File: config.mk
export PLATFORM = sky130hd
export DESIGN_NAME = io_window_decoder
export DESIGN_NICKNAME = d
export VERILOG_FILES = /design/src/rtl/iowd_pkg.sv /design/src/rtl/iowd_region.sv /design/src/rtl/iowd_select.sv /design/src/rtl/iowd_wait.sv /design/src/rtl/io_window_decoder.sv
export SDC_FILE = /design/constraint.sdc
export NUM_CORES = 1
export LEC_CHECK = 0
export BUFFER_PORTS_ARGS = -buffer_cell sky130_fd_sc_hd__buf_2
export CORE_MARGIN = 2
export CORE_UTILIZATION = 40
export CTS_CLUSTER_SIZE = 16
export DETAILED_ROUTE_END_ITERATION = 10
export PLACE_DENSITY_LB_ADDON = 0.3
export RECOVER_POWER = 100
export SETUP_SLACK_MARGIN = 0.1
export SLEW_MARGIN = 25
export SYNTH_ARGS = -nofsm -noshare
export SYNTH_HDL_FRONTEND = slang
export SYNTH_SLANG_ARGS = --single-unit
File: constraint.sdc
create_clock -name clk -period 2.1 [get_ports clk]
set_input_delay 0.105 -clock clk [delete_from_list [all_inputs] [get_ports clk]]
set_output_delay 0.105 -clock clk [all_outputs]
set_load 0.02 [all_outputs]
File: src/rtl/iowd_pkg.sv
package iowd_pkg;

  typedef enum logic [2:0] {
    RG_RAM,
    RG_ROM,
    RG_VAN,
    RG_RSV2K,
    RG_RSV1K,
    RG_CTL,
    RG_PER,
    RG_RSVTOP
  } region_e;

  localparam int SUB_W = 4;

endpackage

File: src/rtl/iowd_region.sv
module iowd_region
  import iowd_pkg::*;
(
  input  logic [15:4]      addr_hi,
  output region_e          region,
  output logic [SUB_W-1:0] sub
);

  localparam int NEST_N = 5;

  logic       in_window;
  logic [2:0] zero_pos;
  logic       zero_found;

  assign in_window = (addr_hi[15:13] == 3'b110);

  // Position of the first zero below the window prefix picks the nested range.
  always_comb begin
    zero_found = 1'b0;
    zero_pos   = 3'(NEST_N);
    for (int k = 0; k < NEST_N; k++) begin
      if (!zero_found && !addr_hi[12-k]) begin
        zero_pos   = 3'(k);
        zero_found = 1'b1;
      end
    end
  end

  always_comb begin
    region = RG_RAM;
    sub    = '0;
    if (addr_hi[15:13] == 3'b111) begin
      region = RG_ROM;
    end else if (in_window) begin
      case (zero_pos)
        3'd0: begin
          region = RG_VAN;
          sub    = {2'b00, addr_hi[11:10]};
        end
        3'd1: region = RG_RSV2K;
        3'd2: region = RG_RSV1K;
        3'd3: begin
          region = RG_CTL;
          sub    = {2'b00, addr_hi[8:7]};
        end
        3'd4: begin
          region = RG_PER;
          sub    = addr_hi[7:4];
        end
        default: region = RG_RSVTOP;
      endcase
    end
  end

endmodule

File: src/rtl/iowd_select.sv
module iowd_select
  import iowd_pkg::*;
#(
  parameter int VAN_N     = 4,
  parameter int CTL_N     = 3,
  parameter int PER_N     = 6,
  parameter int PER_STD_N = 5
) (
  input  region_e          region,
  input  logic [SUB_W-1:0] sub,
  input  logic             cfg_serial,
  input  logic             phi2,
  input  logic             rw,
  output logic             ram_cs,
  output logic             rom_cs,
  output logic [VAN_N-1:0] van_cs,
  output logic [CTL_N-1:0] ctl_sel,
  output logic [CTL_N-1:0] ctl_wstb,
  output logic [PER_N-1:0] per_cs,
  output logic             rd_stb,
  output logic             wr_stb
);

  logic hit_van, hit_ctl, hit_per, wr_phase;

  assign ram_cs   = (region == RG_RAM);
  assign rom_cs   = (region == RG_ROM);
  assign hit_van  = (region == RG_VAN);
  assign hit_ctl  = (region == RG_CTL);
  assign hit_per  = (region == RG_PER);
  assign rd_stb   = phi2 & rw;
  assign wr_stb   = phi2 & ~rw;
  assign wr_phase = wr_stb;

  for (genvar i = 0; i < VAN_N; i++) begin : g_van
    assign van_cs[i] = hit_van && (sub == SUB_W'(i));
  end

  for (genvar i = 0; i < CTL_N; i++) begin : g_ctl
    assign ctl_sel[i]  = hit_ctl && (sub == SUB_W'(i));
    assign ctl_wstb[i] = ctl_sel[i] && wr_phase;
  end

  for (genvar i = 0; i < PER_N; i++) begin : g_per
    if (i < PER_STD_N) begin : g_both
      assign per_cs[i] = hit_per && (sub == SUB_W'(i));
    end else begin : g_serial_only
      assign per_cs[i] = hit_per && cfg_serial && (sub == SUB_W'(i));
    end
  end

endmodule

File: src/rtl/iowd_wait.sv
module iowd_wait
  import iowd_pkg::*;
#(
  parameter int CTL_STRETCH = 1,
  parameter int ROM_FAST    = 2,
  parameter int ROM_SLOW    = 4
) (
  input  logic    clk,
  input  logic    rst_n,
  input  logic    req_valid,
  input  region_e region,
  input  logic    cfg_rom_slow,
  output logic    req_ready
);

  localparam int CNT_W = $clog2(ROM_SLOW + 1);

  logic [CNT_W-1:0] stretch, cnt_q, cnt_d;

  always_comb begin
    case (region)
      RG_CTL:  stretch = CNT_W'(CTL_STRETCH);
      RG_ROM:  stretch = cfg_rom_slow ? CNT_W'(ROM_SLOW) : CNT_W'(ROM_FAST);
      default: stretch = '0;
    endcase
  end

  always_comb begin
    if (req_valid) begin
      req_ready = (stretch == '0);
      cnt_d     = (stretch == '0) ? '0 : stretch - CNT_W'(1);
    end else begin
      req_ready = (cnt_q == '0);
      cnt_d     = (cnt_q == '0) ? '0 : cnt_q - CNT_W'(1);
    end
  end

  always_ff @(posedge clk or negedge rst_n) begin
    if (!rst_n) cnt_q <= '0;
    else        cnt_q <= cnt_d;
  end

endmodule

File: src/rtl/io_window_decoder.sv
module io_window_decoder
  import iowd_pkg::*;
#(
  parameter int VAN_N       = 4,
  parameter int CTL_N       = 3,
  parameter int PER_N       = 6,
  parameter int PER_STD_N   = 5,
  parameter int CTL_STRETCH = 1,
  parameter int ROM_FAST    = 2,
  parameter int ROM_SLOW    = 4
) (
  input  logic             clk,
  input  logic             rst_n,
  input  logic [15:0]      addr,
  input  logic             rw,
  input  logic             phi2,
  input  logic             req_valid,
  input  logic             cfg_rom_slow,
  input  logic             cfg_serial,
  output logic             req_ready,
  output logic             ram_cs,
  output logic             rom_cs,
  output logic [VAN_N-1:0] van_cs,
  output logic [CTL_N-1:0] ctl_sel,
  output logic [CTL_N-1:0] ctl_wstb,
  output logic [PER_N-1:0] per_cs,
  output logic             rd_stb,
  output logic             wr_stb
);

  region_e          region;
  logic [SUB_W-1:0] sub;
  logic             unused_lo;

  assign unused_lo = ^addr[3:0];

  iowd_region u_region (
    .addr_hi (addr[15:4]),
    .region  (region),
    .sub     (sub)
  );

  iowd_select #(
    .VAN_N     (VAN_N),
    .CTL_N     (CTL_N),
    .PER_N     (PER_N),
    .PER_STD_N (PER_STD_N)
  ) u_select (
    .region     (region),
    .sub        (sub),
    .cfg_serial (cfg_serial),
    .phi2       (phi2),
    .rw         (rw),
    .ram_cs     (ram_cs),
    .rom_cs     (rom_cs),
    .van_cs     (van_cs),
    .ctl_sel    (ctl_sel),
    .ctl_wstb   (ctl_wstb),
    .per_cs     (per_cs),
    .rd_stb     (rd_stb),
    .wr_stb     (wr_stb)
  );

  iowd_wait #(
    .CTL_STRETCH (CTL_STRETCH),
    .ROM_FAST    (ROM_FAST),
    .ROM_SLOW    (ROM_SLOW)
  ) u_wait (
    .clk          (clk),
    .rst_n        (rst_n),
    .req_valid    (req_valid),
    .region       (region),
    .cfg_rom_slow (cfg_rom_slow),
    .req_ready    (req_ready)
  );

endmodule

---- Yosys cells after proc, flatten, opt, wreduce, memory -nomap -nowiden ----
Index checks and enable logic that the tools add are counted.
operators by class
  $add $sub $neg .......................... 2
  equal/unequal tests ..................... 15
  muxes and demuxes ....................... 21
  bitwise logic cells ..................... 3
  reduce and logical (&&, ||, !) cells .... 33
operator list
  operator                                                             number
  3-bit 2-to-1 mux                                                     11
  1-bit logical AND                                                    21
  3-bit == test (second input constant)                                5
  3-bit case mux with 5 select lines                                   1
  3-bit logical NOT                                                    4
  4-bit case mux with 3 select lines                                   1
  3-bit by 2-bit == test with 1-bit output (second input constant)     3
  4-bit by 2-bit == test with 1-bit output (second input constant)     2
  4-bit by 3-bit == test with 1-bit output (second input constant)     2
  4-bit 2-to-1 mux                                                     2
  1-bit logical NOT                                                    7
  3-bit by 1-bit == test with 1-bit output (second input constant)     2
  3-bit case mux with 2 select lines                                   1
  3-bit by 1-bit subtractor with 3-bit output (second input constant)  2
  1-bit 2-to-1 mux                                                     5
  4-bit by 1-bit == test with 1-bit output (second input constant)     1
  4-bit logical NOT                                                    1
  1-bit AND                                                            2
  1-bit NOT                                                            1
storage, ports and cells
  bits in registers ....................... 3
  input port bits ......................... 23
  output and inout bits ................... 21
  logic and storage cells ................. 75

---- Depth between registers and ports, before layout ----
Gate-level depths: netlist of run 1.
  depth in word-level cells ............... 21
  depth in mapped cells ................... 5
  mapped depth without buffers ............ 5

---- Cells and area by module ----
From an unflattened synthesis of run 1, not the netlist that was laid out.
unflattened totals
  cells, all modules ...................... 70
  area, all modules ....................... 493.0 sq um
by module, submodules not included
  module       instances  cells each  area each (sq um)  sequential area each (sq um)
  iowd_select  1          30          188.9              0.0
  iowd_wait    1          15          155.1              75.1
  iowd_region  1          25          148.9              0.0

---- Worst setup path before layout of run 1 ----
OpenSTA, ideal clock, no wires.
  path kind ............................... input to output
  start point ............................. in addr[13]
  end point ............................... out ctl_sel[0]
  arrival ................................. 1.299 ns
  required time ........................... 1.995 ns
  setup slack ............................. 0.696 ns
  stages on the path ...................... 4
  buffers on the path ..................... 1
  cells stage by stage .................... nand3b_1 or3_1 buf_2 nor3_1
between the ends
  word-level cells in the longest chain between the ends .. 5
  elaborated cells between the ends (all ways) .. 9
  classes of those cells .................. 3 x eq/ne; 4 x mux; 2 x reduce/logical
ends and longest elaborated chain
  element                                                      line                                  text
  start: declaration                                           io_window_decoder.sv:14               input logic [15:0] addr,
  3-bit == test                                                iowd_region.sv:15                     assign in_window = (addr_hi[15:13] == 3'b110);
  3-bit 2-to-1 mux / 4-bit 2-to-1 mux (equally long branches)  iowd_region.sv:34                     end else if (in_window) begin
  3-bit 2-to-1 mux / 4-bit 2-to-1 mux (equally long branches)  iowd_region.sv:32                     if (addr_hi[15:13] == 3'b111) begin
  3-bit == test / 4-bit logical NOT (equally long branches)    iowd_select.sv:29, iowd_select.sv:40
  1-bit logical AND *                                          iowd_select.sv:40                     assign ctl_sel[i] = hit_ctl && (sub == SUB_W'(i));
  end: declaration                                             io_window_decoder.sv:24               output logic [CTL_N-1:0] ctl_sel,
Every way passes the cells marked *; elsewhere a longest branch is shown, timed or not.

---- Worst setup path in the final report of run 1 ----
  start point ............................. reg u_wait.cnt_q[1]
  end point ............................... out req_ready
between the ends
  word-level cells in the longest chain between the ends .. 2
ends and longest elaborated chain
  element                   line                     text
  start: declaration        iowd_wait.sv:18          logic [CNT_W-1:0] stretch, cnt_q, cnt_d;
  start signal: assignment  iowd_wait.sv:40          else cnt_q <= cnt_d;
  3-bit logical NOT         iowd_wait.sv:33          req_ready = (cnt_q == '0);
  1-bit 2-to-1 mux          iowd_wait.sv:29          if (req_valid) begin
  end: declaration          io_window_decoder.sv:20  output logic req_ready,
No other way between the ends.

==> summary.md, run 1 <==
| Metric | Value |
|---|---|
| HPWL after DPL | `about 1.1 mm` |
| Rows | `13` |
| CP max-delay cell | `dfrtp_1` |
| Share of cells above drive strength 1 | `29.9%` |
| CP cell instances | `or2_0, inv_1, ha_1, nor2_1, a41oi_1, clkbuf_1` |
| Vias | `644` |
| Iteration-0 DRC Markers | `17` |
| Delay of the slowest critical-path stage | `roughly 0.36 ns` |
| Registers with the most flip-flops | `u_wait.cnt_q (3)` |
| Outcome | `finished clean` |
| Die extent in y | `40.5 µm` |
| Yosys Warn Count | `0` |
| Post-synth net total | `90` |
| Critical path arrival | `1.52 ns` |
| Max cap viols | `0` |
| Pleak | `0.000306 µW` |
| First-pass GRT wire length | `1.77 mm` |
| PD cells | `~340 mW/mm²` |
| Num CTS Buffers | `3` |
| Sequential area share after synthesis | `14.1%` |
| Post-synth EDFFs | `0` |
| Unique masters post-synth | `35` |
| Slew headroom | `between 50 and 60%` |
| Post-synth top area share | `14.1%` |
| Clk_lat worst skew | `0.23 ns` |
| HP Class | `input pin to flip-flop` |
| Ant diodes | `0` |
| Cell count after synthesis | `between 60 and 70` |
| DRT Pass-1 Iters | `4` |
| Initial antenna violation count | `0` |
| P&R area growth vs syn | `39.1%` |
| TNS Setup | `0 ns` |
| Skew final | `0.00402 ns` |
| Final setup fails | `0` |
| Die W | `40.5 µm` |
| Dominant cells by area after synthesis | `dfrtp_1 14%, nor4_2 12%, nor3_1 7.5%` |
| Core area | `roughly 0.0013 mm²` |
| Wire per inst | `10.8 µm` |
| CP Launch Type | `flip-flop` |
| Flop pwr share | `24.0%` |
| Starting Density | `a little over two fifths` |
| Yosys top cell by area | `dfrtp_1` |
| Switching pwr | `88.2 µW` |
| Worst-Margin Slew | `around 0.69 ns` |
| Crit path required time | `2.00 ns` |
| Period Utilization, post-route | `77.3%` |
| Final instance area | `739 µm²` |
| Worst IR Drop VDD | `263 µV` |
| Clock buffer depth | `2` |
| Largest register by flop count | `u_wait.cnt_q` |
| H-tree levels | `1` |
| Final Hold Vio Count | `0` |
| Largest net degree at the start of global routing | `11` |
| Clk sinks | `3` |
| Remaining Overflow, GRT | `0` |
| Pint | `165 µW` |
| Clock share of power | `40.9%` |
| Post-route DRC violation count | `0` |
| Maximum clock rate | `616 MHz` |
| Mapped Area | `approximately 530 µm²` |
| Final RePlAce weighted congestion | `0.737` |
| Sw frac | `34.9%` |
| Setup CP Type | `flip-flop to primary output` |
| Die ar. | `0.00164 mm²` |
| Avg Cell Area, Syn | `between 8 and 9 µm²` |
| Minimum clock period | `1.62 ns` |
| Number of flip-flops in the largest register | `3` |
| Vias per inst | `5.28` |
| GRT Overall Usage | `15.8%` |
| Comb power frac | `35.1%` |
| Count leader, synth | `nor3_1` |
| Reg clk slew, reported paths | `0.04 ns` |
| Top post-synthesis cells by count | `8 x nor3_1, 5 x nand2b_1, 5 x nor4_2` |
| Post-synth ARST share | `100%` |
| Critical path peak fanout | `2` |
| Post-Route Utilization | `58.3%` |
| RSZ-0062 raised after global routing | `false` |
| Fill cells | `~140` |
| Antenna-violating nets left | `0` |
| Post-CTS Repair Setup Buffers | `0` |
| Root Buffer | `clkbuf_4` |
| Final slew viol count | `0` |
| Boundary Pins | `between 40 and 50` |
| Crit. End Element | `primary output` |
| DRT Wirelength | `1.32 mm` |
| CTS tree | `done` |
| Synth Register Bits | `3` |
| Port Buffers | `39` |
| Fin nets | `133` |
| Number of global-route vias before repair | `~460` |
| Ys flop type | `dfrtp_1` |
| Area after DPL | `729 µm²` |
## critical path: cells and delay by family, from the launching register on
kind                       cells  cell delay [ns]
DFF                            1             0.36
AOI/OAI and AO/OA              1             0.15
and+or+nand+nor                2             0.28
adders and majority gates      1             0.17
buffers and inverters          2             0.33
## path summary, 6_finish.rpt
path                                      start               to  slack (ns)  cells past startpoint
max in group asynchronous                 rst_n  u_wait.cnt_q[1]        1.73                      2
worst min register to register  u_wait.cnt_q[0]  u_wait.cnt_q[0]        0.58                      2
worst min-delay path                  req_valid  u_wait.cnt_q[2]        0.10                      2
worst max-delay path            u_wait.cnt_q[1]        req_ready        0.48                      6
min in group asynchronous                 rst_n  u_wait.cnt_q[0]        0.21                      2
worst max register to register  u_wait.cnt_q[1]  u_wait.cnt_q[0]        0.95                      5
## kinds of logic (layout without fill, tap and decap cells)
logic type | after synthesis | in the layout | share of synthesized area (%)
compound gates | 12 | 12 | 20.0
fa+ha+maj | 2 | 2 | 4.71
buf+inv | 6 | 48 | 5.88
flops | 3 | 3 | 14.1
simple gates | 42 | 42 | 55.3
## routing by layer
layer / global-route usage (%) / up-vias / part of all wire, %
met3: 3.33 / 0 / 9.6
met1: 18.7 / 281 / 45
met2: 27.8 / 29 / 45
li1: - / 334 / -
met5: 0 / - / 0
met4: 5.00 / 0 / 0
## cells in the final DEF (no fill, tap or decap), drive strengths merged, types with 2 or more instances in the layout
master	synthesis	routed
inv	4	4
ha	2	2
nor4	6	6
o21ai	2	2
and3b	2	2
o2111a	2	2
buf	2	18
or3	2	2
nor3	8	8
clkbuf	0	25
o311ai	2	2
nor2	3	3
dfrtp	3	3
nand2b	5	5
nand3	2	2
and2	2	2
nor2b	3	3
nand2	3	3
## what timing repair did
action | CTS | global route
resized for setup | 0 | 0
endpoints found under the hold margin | 3 | 0
hold buffers | 1 | 0
## stage by stage
step	hold slack [ns]	total power (µW)	setup WS, ns	cells
floorplan	-0.191	113	0.696	65
CTS	0.107	259	0.527	122
finish	0.104	253	0.477	122
global placement	-0.100	150	0.555	117
detailed placement	-0.0951	151	0.558	117
global route	0.120	270	0.302	122
## cell type report
type                       instances  area [µm²]  area share [%]
multi-input combinational         56         425            57.5
timing repair buffer              40         179            24.2
sequential                         3        75.1            10.2
clock buffer                       4        26.3            3.55
tap                               15        18.8            2.54
inverter                           4        15.0            2.03
## power by group through the flow
stage	Combinational (µW)	Sequential (µW)	Clock [µW]
2_1_floorplan	51.6	61.3	0
3_5_place_dp	89.4	61.5	0
6_report	88.9	60.7	103
3_3_place_gp	88.2	61.5	0
5_1_grt	98.7	60.9	110
4_1_cts	91.2	60.7	107
Note: power is estimated with default switching activity, not from simulation.
==> run 2, diff against run 1 <==
--- a/config.mk
+++ b/config.mk
@@ -7,7 +7,7 @@
 export LEC_CHECK = 0
 export BUFFER_PORTS_ARGS = -buffer_cell sky130_fd_sc_hd__buf_2
 export CORE_MARGIN = 2
-export CORE_UTILIZATION = 40
+export CORE_UTILIZATION = 37
 export CTS_CLUSTER_SIZE = 16
 export DETAILED_ROUTE_END_ITERATION = 10
 export PLACE_DENSITY_LB_ADDON = 0.3
==> constraint.sdc (replaced) <==
create_clock -name clk -period 1.5 [get_ports clk]
set_input_delay 0.075 -clock clk [delete_from_list [all_inputs] [get_ports clk]]
set_output_delay 0.075 -clock clk [all_outputs]
set_load 0.02 [all_outputs]
==> run 2 against run 1 <==
  * Design area up 19%
  * Sequential cell count unchanged
  * Clock power rose by 37%
  * First-iteration DRC count decreased by 76%
  * Die area grew 7.3%
  * Routed wire length is 18% higher
  * Global-route usage rose by 2.3 points
  * Combinational power up 88%
  * Cell count rose by 7.4%
  * Clock skew is 0.00081 ns higher
  * Critical endpoint unchanged
  * Largest cell class unchanged
==> summary.md, run 2 (same netlist as run 1, synthesis figures left out) <==
| Metric | Value |
|---|---|
| Outcome | `finished clean (unchanged)` |
| Die ar. | `0.00176 mm² (was 0.00164 mm²)` |
| Remaining Overflow, GRT | `0 (unchanged)` |
| Final slew viol count | `0 (unchanged)` |
| CP cell instances | `or2_1, inv_2, ha_4, nor2_2, a41oi_2, buf_4 (was or2_0, inv_1, ha_1, nor2_1, a41oi_1, clkbuf_1)` |
| Post-route DRC violation count | `0 (unchanged)` |
| GRT Overall Usage | `18.1% (was 15.8%)` |
| Minimum clock period | `1.48 ns` |
| CP max-delay cell | `dfrtp_1 (unchanged)` |
| Post-Layout Cell Count | `131 (was 122)` |
| Worst slack at placement | `0.0164 ns (was 0.558 ns)` |
| DRT Pass-1 Iters | `3 (was 4)` |
| CP Launch Type | `flip-flop (unchanged)` |
| Fin nets | `142 (was 133)` |
| Starting Density | `40.4% (was 41.9%)` |
| RSZ-0062 raised after global routing | `true (was false)` |
| Final setup fails | `0 (unchanged)` |
| Commonest non-fill, non-tap cell in the layout | `buf_2 (was clkbuf_1)` |
| Crit. End Element | `primary output (unchanged)` |
| P&R area growth vs syn | `65.6% (was 39.1%)` |
| Number of flip-flops in the largest register | `3 (unchanged)` |
| FF+latch area | `75.1 µm² (unchanged)` |
| Critical path arrival | `1.40 ns (was 1.52 ns)` |
| Die W | `41.9 µm (was 40.5 µm)` |
| Share of cells above drive strength 1 | `53.4% (was 29.9%)` |
| Post-Route Utilization | `66.9% (was 58.3%)` |
| Reg clk slew, reported paths | `0.03 ns (was 0.04 ns)` |
| Boundary Pins | `44 (unchanged)` |
| Hold Crit Start | `cfg_rom_slow (was req_valid)` |
| Clk_lat worst skew | `0.24 ns (was 0.23 ns)` |
| Root Buffer | `clkbuf_4 (unchanged)` |
| TNS Setup | `0 ns (unchanged)` |
| HP Class | `input pin to flip-flop (unchanged)` |
| Fill cells | `128 (was 143)` |
| Core area | `0.00132 mm² (was 0.00127 mm²)` |
| Worst IR Drop VDD | `374 µV (was 263 µV)` |
| Die extent in y | `41.9 µm (was 40.5 µm)` |
| Skew final | `0.00483 ns (was 0.00402 ns)` |
| H-tree levels | `1 (unchanged)` |
| Final RePlAce weighted congestion | `0.808 (was 0.737)` |
| Pleak | `0.000423 µW (was 0.000306 µW)` |
| Port Buffers | `39 (unchanged)` |
| Wire per inst | `11.9 µm (was 10.8 µm)` |
| HPWL after DPL | `1.16 mm (was 1.07 mm)` |
| Initial antenna violation count | `0 (unchanged)` |
| Ant diodes | `0 (unchanged)` |
| Setup WS post-layout | `0.0210 ns (was 0.477 ns)` |
| Largest net degree at the start of global routing | `11 (unchanged)` |
| Clock buffer depth | `2 (unchanged)` |
| Reg-to-reg startpoint | `u_wait.cnt_q[1] (unchanged)` |
| Maximum clock rate | `676 MHz` |
| Clk sinks | `3 (unchanged)` |
| Worst-Margin Slew | `0.333 ns (was 0.688 ns)` |
| PD cells | `447 mW/mm² (was 342 mW/mm²)` |
| Cells after DPL | `121 (was 117)` |
| Setup CP Type | `flip-flop to primary output (unchanged)` |
| Num CTS Buffers | `3 (unchanged)` |
| Delay of the slowest critical-path stage | `0.36 ns (about the same)` |
| Rows | `13 (unchanged)` |
| Final Hold Vio Count | `0 (unchanged)` |
| Antenna-violating nets left | `0 (unchanged)` |
| Crit path required time | `1.42 ns (was 2.00 ns)` |
| Critical path peak fanout | `2 (unchanged)` |
| Period Utilization, post-route | `a little over nine tenths` |
| Vias | `704 (was 644)` |
| DRT Wirelength | `1.56 mm (was 1.32 mm)` |
| CTS tree | `done (unchanged)` |
| Vias per inst | `5.37 (was 5.28)` |
| Slew headroom | `77.6% (was 53.4%)` |
| Number of global-route vias before repair | `618 (was 457)` |
| Registers with the most flip-flops | `u_wait.cnt_q (3) (unchanged)` |
| Largest register by flop count | `u_wait.cnt_q (unchanged)` |
| Most frequent cells in the layout | `28 x buf_2, 13 x buf_4, 8 x nor3_1 (was 22 x clkbuf_1, 18 x buf_2, 8 x nor3_1)` |
| Iteration-0 DRC Markers | `4 (was 17)` |
| First-pass GRT wire length | `2.54 mm (was 1.77 mm)` |
| Crit path from | `u_wait.cnt_q[1] (unchanged)` |
| Max cap viols | `0 (unchanged)` |
| Power after layout | `394 µW (was 253 µW)` |
| Multi-input logic area | `464 µm² (was 425 µm²)` |
## run 2: cell types whose count changed in the layout (fill, tap and decap cells not counted), sizes merged
cell | previous run | this run
clkbuf | 25 | 10
buf | 18 | 42
## run 2: cell type report
type | instances | share of cell area, %
multi-input combinational | 56 | 52.7
timing repair buffer | 49 | 32.0
sequential | 3 | 8.52
clock buffer | 4 | 2.98
tap | 15 | 2.13
inverter | 4 | 1.70
## run 2: through the flow
| stage | hold WS [ns] | cell area (µm²) |
|---|---|---|
| floorplan | -0.221 | 532 |
| global placement | -0.128 | 759 |
| detailed placement | -0.127 | 759 |
| CTS | 0.0737 | 853 |
| global route | 0.103 | 881 |
| finish | 0.0910 | 881 |
## run 2: worst max-delay path: cells and delay by family (launching register included)
family | cells | cell delay, ns
DFF | 1 | 0.36
and+or+nand+nor | 2 | 0.29
buffers and inverters | 2 | 0.24
AOI/OAI and AO/OA | 1 | 0.14
adders and majority gates | 1 | 0.13
## run 2: final timing paths
check / end / slack (ns) / cells after the start
hold / removal: u_wait.cnt_q[1] / 0.09 / 3
min in group asynchronous: u_wait.cnt_q[2] / 0.18 / 2
max in group asynchronous: u_wait.cnt_q[0] / 1.17 / 2
hold reg to reg: u_wait.cnt_q[1] / 0.59 / 2
setup / recovery: req_ready / 0.02 / 6
setup reg to reg: u_wait.cnt_q[2] / 0.23 / 5
## run 2: power breakdown
group / switching (µW) / internal, µW
Sequential: 1.31 / 83.9
Combinational: 89.5 / 77.9
Clock: 41.6 / 99.6
Total: 132 / 261
## run 2: timing repair
action / 4_1_cts / 5_1_grt
gates resized for setup: 8 / 5
hold buffers: 1 / 0
setup endpoints to repair: 6 / 8
setup buffers: 3 / 2
pin swaps: 4 / 3
endpoints found under the hold margin: 3 / 0
## run 2: metal layers
metal	track usage, %	vias up	share of wire [%]
met1	24.2	319	45
met3	6.96	0	8.9
li1	-	354	-
met5	0	-	0
met2	27.5	31	46
met4	3.87	0	0
==> run 3, diff against run 2 <==
--- a/config.mk
+++ b/config.mk
@@ -12,7 +12,6 @@
 export DETAILED_ROUTE_END_ITERATION = 10
 export PLACE_DENSITY_LB_ADDON = 0.3
 export RECOVER_POWER = 100
-export SETUP_SLACK_MARGIN = 0.1
 export SLEW_MARGIN = 25
 export SYNTH_ARGS = -nofsm -noshare
 export SYNTH_HDL_FRONTEND = slang
==> run 3 against run 2 <==
  * Cell count unchanged
  * Critical path depth unchanged
  * Setup slack better by 0.00054 ns
  * Non-clock buffer count unchanged
  * Register-to-register slack about the same
  * Clock power about the same
  * Sequential power about the same
  * Clock skew about the same
==> summary.md, run 3 (same netlist as run 1, synthesis figures left out) <==
| Metric | Value |
|---|---|
| Outcome | `finished clean (unchanged)` |
| Worst reg-to-reg setup slack | `0.23 ns (about the same)` |
| Hold Crit Start | `cfg_rom_slow (unchanged)` |
| Most frequent cells in the layout | `33 x buf_2, 10 x buf_4, 8 x nor3_1 (was 28 x buf_2, 13 x buf_4, 8 x nor3_1)` |
| Commonest non-fill, non-tap cell in the layout | `buf_2 (unchanged)` |
| Final slew viol count | `0 (unchanged)` |
| Largest net degree at the start of global routing | `11 (unchanged)` |
| HPWL after DPL | `1.16 mm (unchanged)` |
| FF+latch area | `75.1 µm² (unchanged)` |
| Skew final | `0.00513 ns (was 0.00483 ns)` |
| Maximum clock rate | `676 MHz (about the same)` |
| Fill cells | `130 (was 128)` |
| Power after layout | `390 µW (was 394 µW)` |
| Share of cells above drive strength 1 | `53.4% (unchanged)` |
| RSZ-0062 raised after global routing | `true (unchanged)` |
| Reg clk slew, reported paths | `0.03 ns (about the same)` |
| Die W | `41.9 µm (unchanged)` |
| Ant diodes | `0 (unchanged)` |
| First-pass GRT wire length | `2.53 mm (was 2.54 mm)` |
| Setup WS post-layout | `0.0215 ns (was 0.0210 ns)` |
| Pleak | `0.000422 µW (was 0.000423 µW)` |
| CTS tree | `done (unchanged)` |
| WHS | `0.0920 ns (was 0.0910 ns)` |
| Core area | `0.00132 mm² (unchanged)` |
| Multi-input logic area | `459 µm² (was 464 µm²)` |
| Clk sinks | `3 (unchanged)` |
| Final RePlAce weighted congestion | `0.808 (unchanged)` |
| WHS Endpoint | `u_wait.cnt_q[1] (unchanged)` |
| Fin nets | `142 (unchanged)` |
| Starting Density | `40.4% (unchanged)` |
| Worst-Margin Slew | `0.332 ns (was 0.333 ns)` |
| Num CTS Buffers | `3 (unchanged)` |
| Registers with the most flip-flops | `u_wait.cnt_q (3) (unchanged)` |
| R2R Path End | `u_wait.cnt_q[2] (unchanged)` |
| Vias per inst | `5.33 (was 5.37)` |
| Critical path peak fanout | `2 (unchanged)` |
| Boundary Pins | `44 (unchanged)` |
| PD cells | `452 mW/mm² (was 447 mW/mm²)` |
| Largest register by flop count | `u_wait.cnt_q (unchanged)` |
| Minimum clock period | `1.48 ns (about the same)` |
| Worst slack at placement | `0.0164 ns (unchanged)` |
| Remaining Overflow, GRT | `0 (unchanged)` |
| HP Class | `input pin to flip-flop (unchanged)` |
| Initial antenna violation count | `0 (unchanged)` |
| Worst IR Drop VDD | `374 µV (about the same)` |
| Setup CP Type | `flip-flop to primary output (unchanged)` |
| Area after DPL | `759 µm² (unchanged)` |
| CP Launch Type | `flip-flop (unchanged)` |
| Port Buffers | `39 (unchanged)` |
| Slew headroom | `77.7% (was 77.6%)` |
| Vias | `698 (was 704)` |
| Max cap viols | `0 (unchanged)` |
| Antenna-violating nets left | `0 (unchanged)` |
| Final Hold Vio Count | `0 (unchanged)` |
| Wire per inst | `11.6 µm (was 11.9 µm)` |
| DRT Wirelength | `1.53 mm (was 1.56 mm)` |
| Number of global-route vias before repair | `613 (was 618)` |
| Final setup fails | `0 (unchanged)` |
| Iteration-0 DRC Markers | `3 (was 4)` |
| Final instance area | `863 µm² (was 881 µm²)` |
| Root Buffer | `clkbuf_4 (unchanged)` |
| Reg-to-reg startpoint | `u_wait.cnt_q[1] (unchanged)` |
| DRT Pass-1 Iters | `4 (was 3)` |
| Clock buffer depth | `2 (unchanged)` |
| Hold path cells | `3 (unchanged)` |
| Clk_lat worst skew | `0.24 ns (about the same)` |
| GRT Overall Usage | `18.0% (was 18.1%)` |
| Number of flip-flops in the largest register | `3 (unchanged)` |
| Period Utilization, post-route | `98.6% (about the same)` |
| P&R area growth vs syn | `62.4% (was 65.6%)` |
| Crit. End Element | `primary output (unchanged)` |
| Post-route DRC violation count | `0 (unchanged)` |
| H-tree levels | `1 (unchanged)` |
| R2R cell count | `5 (unchanged)` |
| Die ar. | `0.00176 mm² (unchanged)` |
| Crit path required time | `1.42 ns (about the same)` |
| Critical path arrival | `1.40 ns (about the same)` |
| Rows | `13 (unchanged)` |
| Die extent in y | `41.9 µm (unchanged)` |
-- run 3: changes by cell type in the layout (fill, tap and decap cells not counted) --
| cell | previous run | this run |
|---|---|---|
| buf_4 | 13 | 10 |
| buf_6 | 1 | 0 |
| or3_1 | 1 | 2 |
| buf_2 | 28 | 33 |
| or3_4 | 1 | 0 |
| clkbuf_1 | 7 | 6 |
-- run 3: worst max-delay path by stage --
stage	start	cells after the start	slack, ns	endpoint
global placement	addr[9]	5	0.04	ctl_wstb[1]
floorplan	addr[13]	4	0.16	ctl_sel[0]
global route	u_wait.cnt_q[1]	6	-0.05	req_ready
finish	u_wait.cnt_q[1]	6	0.02	req_ready
detailed placement	addr[9]	5	0.02	per_cs[5]
CTS	u_wait.cnt_q[0]	6	-0.02	req_ready
-- run 3: critical path: stages (launching register included) --
cell     delay [ns]
dfrtp_1        0.36
or2_1          0.26
inv_2          0.08
ha_4           0.13
nor2_2         0.03
a41oi_2        0.14
buf_4          0.16
-- run 3: power breakdown --
group	internal (µW)	switching, µW	total [µW]
clock	99.6	41.9	141
combinational	74.6	88.8	163
sequential	83.9	1.30	85.2
-- run 3: what timing repair did --
action                                  in CTS  in global routing
resized for setup                            3                  5
endpoints found under the setup margin       1                  6
buffers inserted                             3                  2
pin swaps                                    2                  2
hold buffers                                 1                  0
endpoints found under the hold margin        3                  0
-- run 3: layer usage --
layer | wire length [µm] | up-vias | share of wire, % | global-route usage (%)
li1 | - | 354 | - | -
met1 | 693 | 313 | 45 | 24.2
met2 | 696 | 31 | 46 | 27.2
met3 | 136 | 0 | 8.9 | 6.96
met4 | 0 | 0 | 0 | 3.87
met5 | 0 | - | 0 | 0
-- run 3: stage by stage --
step,TNS [ns],util [%],cells
after floorplan,0,-,65
after global placement,0,57.6,121
after detailed placement,0,57.6,121
after CTS,-0.0226,63.1,129
after global routing,-0.0453,65.5,131
final,0,65.5,131
-- run 3: cell type report --
| class | count | share of cell area (%) |
|---|---|---|
| well taps | 15 | 2.17 |
| multi-input cells | 56 | 53.2 |
| flip-flops and latches | 3 | 8.70 |
| repair buffers | 49 | 31.2 |
| clock buffers | 4 | 3.04 |
| inverters | 4 | 1.74 |
